--- src/rtl/fcs_pkg.sv ---
package fcs_pkg;
  localparam int CRC_W = 32;
  localparam logic [CRC_W-1:0] CRC_POLY = 32'h04C1_1DB7;
  localparam logic [CRC_W-1:0] CRC_PRESET = '1;

  typedef enum logic [1:0] {PH_DATA = 2'd0, PH_PAD = 2'd1, PH_FCS = 2'd2} phase_t;

  // One byte through the CRC shift register, bit 7 first.
  function automatic logic [CRC_W-1:0] crc_byte(input logic [CRC_W-1:0] c,
                                                input logic [7:0] b);
    logic [CRC_W-1:0] r;
    logic fb;
    r = c;
    for (int k = 7; k >= 0; k--) begin
      fb = r[CRC_W-1] ^ b[k];
      r = {r[CRC_W-2:0], 1'b0} ^ (fb ? CRC_POLY : '0);
    end
    return r;
  endfunction
endpackage

--- src/rtl/fcs_crc_reg.sv ---
module fcs_crc_reg
  import fcs_pkg::*;
(
  input  logic             clk,
  input  logic             rst_n,
  input  logic             clear,
  input  logic             en,
  input  logic [7:0]       din,
  output logic [CRC_W-1:0] crc
);
  always_ff @(posedge clk or negedge rst_n) begin
    if (!rst_n)     crc <= CRC_PRESET;
    else if (clear) crc <= CRC_PRESET;
    else if (en)    crc <= crc_byte(crc, din);
  end
endmodule

--- src/rtl/fcs_len_count.sv ---
module fcs_len_count #(
  parameter int MIN_BYTES = 60
) (
  input  logic clk,
  input  logic rst_n,
  input  logic clear,
  input  logic inc,
  output logic short_after
);
  localparam int CW = $clog2(MIN_BYTES + 1);
  localparam logic [CW-1:0] LIMIT = CW'(MIN_BYTES);

  logic [CW-1:0] cnt_q;

  // High when the byte being counted now still leaves the frame short.
  assign short_after = (int'(cnt_q) + 1) < MIN_BYTES;

  always_ff @(posedge clk or negedge rst_n) begin
    if (!rst_n)                    cnt_q <= '0;
    else if (clear)                cnt_q <= '0;
    else if (inc && cnt_q != LIMIT) cnt_q <= cnt_q + 1'b1;
  end
endmodule

--- src/rtl/fcs_append_ctl.sv ---
module fcs_append_ctl
  import fcs_pkg::*;
#(
  parameter int MIN_BYTES = 60
) (
  input  logic       clk,
  input  logic       rst_n,
  input  logic       sw_rst,
  input  logic       fcs_off,
  input  logic       pad_en,
  input  logic       in_valid,
  output logic       in_ready,
  input  logic [7:0] in_data,
  input  logic       in_last,
  output logic       out_valid,
  input  logic       out_ready,
  output logic [7:0] out_data,
  output logic       out_last
);
  localparam int FCS_BYTES = CRC_W / 8;
  localparam int IW = $clog2(FCS_BYTES);
  localparam logic [IW-1:0] IDX_END = IW'(FCS_BYTES - 1);

  phase_t          phase;
  logic [IW-1:0]   fcs_idx;
  logic [CRC_W-1:0] crc_q;
  logic [CRC_W-1:0] fcs_shift;
  logic            crc_en, crc_clr, short_after;
  logic [7:0]      crc_din;
  logic            want_fcs, hs_in, hs_out, tail_done;

  assign want_fcs  = !fcs_off || pad_en;
  assign hs_in     = in_valid && in_ready;
  assign hs_out    = out_valid && out_ready;
  assign fcs_shift = (~crc_q) << (8 * fcs_idx);
  assign tail_done = (phase == PH_FCS) && hs_out && (fcs_idx == IDX_END);

  always_comb begin
    out_valid = 1'b0;
    out_data  = 8'h00;
    out_last  = 1'b0;
    in_ready  = 1'b0;
    crc_en    = 1'b0;
    crc_din   = 8'h00;
    unique case (phase)
      PH_DATA: begin
        out_valid = in_valid;
        out_data  = in_data;
        out_last  = in_last && !want_fcs;
        in_ready  = out_ready;
        crc_en    = hs_in;
        crc_din   = in_data;
      end
      PH_PAD: begin
        out_valid = 1'b1;
        crc_en    = hs_out;
      end
      PH_FCS: begin
        out_valid = 1'b1;
        out_data  = fcs_shift[CRC_W-1 -: 8];
        out_last  = (fcs_idx == IDX_END);
      end
      default: ;
    endcase
  end

  assign crc_clr = sw_rst || tail_done ||
                   ((phase == PH_DATA) && hs_in && in_last && !want_fcs);

  fcs_crc_reg u_crc (
    .clk(clk), .rst_n(rst_n), .clear(crc_clr), .en(crc_en),
    .din(crc_din), .crc(crc_q)
  );

  fcs_len_count #(.MIN_BYTES(MIN_BYTES)) u_len (
    .clk(clk), .rst_n(rst_n), .clear(crc_clr), .inc(crc_en),
    .short_after(short_after)
  );

  always_ff @(posedge clk or negedge rst_n) begin
    if (!rst_n) begin
      phase   <= PH_DATA;
      fcs_idx <= '0;
    end else if (sw_rst) begin
      phase   <= PH_DATA;
      fcs_idx <= '0;
    end else begin
      unique case (phase)
        PH_DATA:
          if (hs_in && in_last && want_fcs)
            phase <= (pad_en && short_after) ? PH_PAD : PH_FCS;
        PH_PAD:
          if (hs_out && !short_after) phase <= PH_FCS;
        PH_FCS:
          if (hs_out) begin
            fcs_idx <= fcs_idx + 1'b1;
            if (fcs_idx == IDX_END) phase <= PH_DATA;
          end
        default: phase <= PH_DATA;
      endcase
    end
  end
endmodule

--- config.mk ---
export PLATFORM = sky130hd
export DESIGN_NAME = fcs_append_ctl
export DESIGN_NICKNAME = d
export VERILOG_FILES = /design/src/rtl/fcs_pkg.sv /design/src/rtl/fcs_crc_reg.sv /design/src/rtl/fcs_len_count.sv /design/src/rtl/fcs_append_ctl.sv
export SDC_FILE = /design/constraint.sdc
export NUM_CORES = 1
export LEC_CHECK = 0
export BUFFER_PORTS_ARGS = -buffer_cell sky130_fd_sc_hd__buf_4
export CELL_PAD_IN_SITES_DETAIL_PLACEMENT = 0
export CELL_PAD_IN_SITES_GLOBAL_PLACEMENT = 1
export CORE_MARGIN = 10
export CORE_UTILIZATION = 47
export DETAILED_ROUTE_END_ITERATION = 8
export GPL_TIMING_DRIVEN = 1
export HOLD_SLACK_MARGIN = 0.1
export PLACE_DENSITY_LB_ADDON = 0.1
export SETUP_SLACK_MARGIN = 0.02
export SLEW_MARGIN = 20
export SYNTH_ARGS = -nofsm -noshare
export SYNTH_HDL_FRONTEND = slang
export SYNTH_SLANG_ARGS = --single-unit
--- constraint.sdc ---
create_clock -name clk -period 2.75 [get_ports clk]
set_clock_uncertainty 0.15 [all_clocks]
set_input_delay 0.1375 -clock clk [delete_from_list [all_inputs] [get_ports clk]]
set_output_delay 0.1375 -clock clk [all_outputs]
set_load 0.02 [all_outputs]
==> metrics.txt <==
result of the run=completed; most frequent standard cell in the layout excluding fill and tap cells=sky130_fd_sc_hd__nor2_1; fraction of the cycle the final worst path needs=around nine tenths; clock latency on the worst-skew pair=between 200 and 300 ps; average routed wire per standard cell=between 15 and 20 microns; Die X-Extent=~100 microns; placement row count=29; number of nets with antenna violations after detailed routing=0; most used cells in the layout excluding fill and tap cells=49 x sky130_fd_sc_hd__nor2_1, 43 x sky130_fd_sc_hd__xnor2_1, 38 x sky130_fd_sc_hd__xor2_1; final hold violation count=0; number of top-level design ports=27; TritonCTS clock tree=yes; initial antenna violation count=0; crit path kind=reg2reg; worst r2r path cells=8; Post-Syn Nets=approximately 350; Setup TNS Final=0 ps; number of buffer cells added on primary ports=26; CP startpoint=phase[0]; cells after synthesis=323; post-detailed-routing wire length=~8000 microns; DPL Wire Length=approximately 5600 microns; Filler cells=600; destination of the worst register-to-register timing path=u_crc.crc[18]; CP startpoint kind=flip-flop; Total Power=just under 6000 uW; flip-flop and latch count after synthesis=42; clock edge transition at the registers on the reported setup and hold paths=~80 ps; area share of the largest cell type after synthesis=a little over a quarter; adder and majority cell fraction of the synthesized area=~2.8%; GRT Max-Usage Layer=met2; level count of the clock H-tree=2; signal arrival time at the worst endpoint=2550 ps; simple-gate area share of the yosys netlist=about an eighth; number of global-route vias before repair=roughly 2300; final count of pins violating max slew=0; Min-Delay Path Class=in2reg; Peak Freq=403.2 MHz; sequential cell area=about 0.0011 sq mm; Worst Path Required=~2800 ps; total global routing overflow=0; unrepaired setup endpoints after global routing=false; cell type contributing the most total cell area after synthesis=sky130_fd_sc_hd__dfstp_2; TritonRoute pass-1 iters=4; critical path endpoint category=flip-flop; number of buffers on the longest clock path=2; met3 demand-to-capacity share in global routing=3.306%; actual slew at the worst max-slew pin=548.8 ps; number of antenna cells inserted=0; Residual DRC=0; mean number of vias per cell=approximately 5.4; maximum fanout count along the critical path=8; Synth warnings=0; sequential share of the synthesized area=about a third; die outline height=101.9 microns; met1 track utilization from global routing=roughly 22%; Num CTS Buffers=5; multiplexer area fraction after synthesis=under 10%; total core area=0.006422 sq mm; top cells by area in the synthesized netlist=sky130_fd_sc_hd__dfstp_2 27%, sky130_fd_sc_hd__xnor2_1 12%, sky130_fd_sc_hd__xor2_1 11%, sky130_fd_sc_hd__dfrtp_1 7.9%, sky130_fd_sc_hd__nor2_1 6.0%; routability-driven placement congestion ratio=between 0.8 and 0.9; endpoints failing setup=0; main combinational cell family by area after synthesis=XOR/XNOR gates; count of clock tree sinks=42; iteration-0 DRC count of the detailed router=154; GR Util met2=24.60%; worst hold path startpoint=pad_en; multi-input logic area=just under 0.002 sq mm; vias after detailed routing=~2400; maximum number of pins on one net before global-route repair=43; final critical delay including setup and external delays=2480 ps; max-capacitance violation count=0; register-to-register setup slack=between 200 and 300 ps; complex-gate fraction of the synthesized area=between 10% and 20%; count of nets after finishing=approximately 380; FF-to-FF Start=phase[0]; share of cells above drive strength 1=between 20% and 30%; cts hold-fix bufs=3; leakage power=0.001347 uW; Worst VDD drop=about 0.00078 V; count of cells along the worst hold path=5; area added between synthesis and finish=13.80%; post-cts resize count=0; effective utilization at floorplan=between 40% and 50%; Post CTS Setup Buffer Count=0; overall die area=between 0.01 and 0.015 sq mm; terminating pin of the worst hold path=phase[0]; first-pass GRT wire length=about 13000 microns; global-route usage over all layers=~16%; cell chosen for the clock root=sky130_fd_sc_hd__clkbuf_8; post-synthesis share of cell area spent on xor and xnor gates=30.82%; Power Dens Cells=about 1600 mW/mm^2; Max-Slew Margin vs Limit=between 60% and 70%; Cell Area, Synth=0.003154 sq mm; mean cell area of the mapped netlist=roughly 10 sq um; Cell variety after synth=40
==> worst max-delay path by stage <==
stage | to | slack, ps | cells after the start
2_1_floorplan | u_crc.crc[10] | 600 | 9
3_3_place_gp | u_crc.crc[6] | 360 | 8
3_5_place_dp | u_crc.crc[18] | 290 | 8
4_1_cts | u_crc.crc[18] | 260 | 8
5_1_grt | u_crc.crc[6] | 80 | 8
6_report | u_crc.crc[18] | 270 | 8
==> power breakdown <==
group          switching (uW)  internal, uW  leakage (uW)
Combinational            2150          2030      0.000820
Clock                     222           271     0.0000514
Sequential                255           955      0.000475
==> worst max-delay path, stage by stage, from the launching register on <==
cell and delay, ps:
sky130_fd_sc_hd__dfrtp_1 420, sky130_fd_sc_hd__inv_1 100, sky130_fd_sc_hd__ha_1 330, sky130_fd_sc_hd__buf_4 220, sky130_fd_sc_hd__nand2_1 90, sky130_fd_sc_hd__xor2_1 460
sky130_fd_sc_hd__xnor2_1 280, sky130_fd_sc_hd__xnor2_1 190, sky130_fd_sc_hd__a21oi_1 180
==> flip-flops by register name, summed over array words and instances, names as in the netlist <==
signal	count
u_crc.crc	32
u_len.cnt_q	6
phase	2
fcs_idx	2
==> per-layer routing <==
metal	part of all wire [%]	vias up	wire, microns
li1	-	1138	-
met1	47	1165	3675
met2	48	45	3705
met3	4.9	4	381
met4	0.36	0	28
met5	0	-	0
==> synthesized netlist by cell type <==
library cell / number
sky130_fd_sc_hd__nor2_1: 50
sky130_fd_sc_hd__xnor2_1: 43
sky130_fd_sc_hd__xor2_1: 38
sky130_fd_sc_hd__a21oi_1: 34
sky130_fd_sc_hd__dfstp_2: 32
sky130_fd_sc_hd__nand2_1: 19
sky130_fd_sc_hd__o21ai_0: 13
sky130_fd_sc_hd__dfrtp_1: 10
sky130_fd_sc_hd__inv_1: 8
sky130_fd_sc_hd__ha_1: 7
sky130_fd_sc_hd__mux4_2: 7
sky130_fd_sc_hd__xnor2_2: 7
sky130_fd_sc_hd__buf_2: 5
sky130_fd_sc_hd__clkbuf_1: 5
sky130_fd_sc_hd__nand3_1: 5
sky130_fd_sc_hd__nand3b_1: 4
sky130_fd_sc_hd__a31oi_1: 3
sky130_fd_sc_hd__buf_4: 3
sky130_fd_sc_hd__xor2_2: 3
sky130_fd_sc_hd__nand2b_1: 2
sky130_fd_sc_hd__nor2_2: 2
sky130_fd_sc_hd__nor3_1: 2
sky130_fd_sc_hd__o211ai_1: 2
sky130_fd_sc_hd__xnor2_4: 2
sky130_fd_sc_hd__xnor3_1: 2
sky130_fd_sc_hd__a211oi_1: 1
sky130_fd_sc_hd__a21boi_0: 1
sky130_fd_sc_hd__a21o_1: 1
sky130_fd_sc_hd__a221o_1: 1
sky130_fd_sc_hd__a221oi_1: 1
sky130_fd_sc_hd__and3b_1: 1
sky130_fd_sc_hd__and4_1: 1
sky130_fd_sc_hd__inv_2: 1
sky130_fd_sc_hd__mux2i_1: 1
sky130_fd_sc_hd__mux4_1: 1
sky130_fd_sc_hd__nand4_1: 1
sky130_fd_sc_hd__nor2b_1: 1
sky130_fd_sc_hd__o2111ai_1: 1
sky130_fd_sc_hd__o21ai_1: 1
sky130_fd_sc_hd__or3_1: 1
==> layout make-up <==
class / count / share of cell area (%)
clock buffers: 6 / 2.022
clock inverters: 2 / 1.046
inverters: 9 / 0.9411
multi-input cells: 259 / 54.76
flip-flops and latches: 42 / 30.39
well taps: 77 / 2.684
repair buffers: 38 / 8.156
==> per-stage QoR <==
step | instances | setup slack [ps] | utilization, % | hold slack [ps] | instance area, sq um
2_1_floorplan | 323 | 598.9 | - | -308.1 | 3154
3_3_place_gp | 422 | 359.9 | 53.71 | 18.37 | 3450
3_5_place_dp | 422 | 287.7 | 53.71 | 20.10 | 3450
4_1_cts | 433 | 259.6 | 55.89 | 124.3 | 3590
5_1_grt | 433 | 79.59 | 55.89 | 159.6 | 3590
6_report | 433 | 270.0 | 55.89 | 140.8 | 3590
==> kinds of logic after synthesis <==
| logic type | Yosys count |
|---|---|
| xor gates and xnor gates | 95 |
| and+or+nand+nor | 89 |
| AOI/OAI and AO/OA | 59 |
| DFF | 42 |
| buffers and inverters | 22 |
| muxes | 9 |
| adders and majority gates | 7 |
Note: power is estimated with default switching activity, not from simulation.
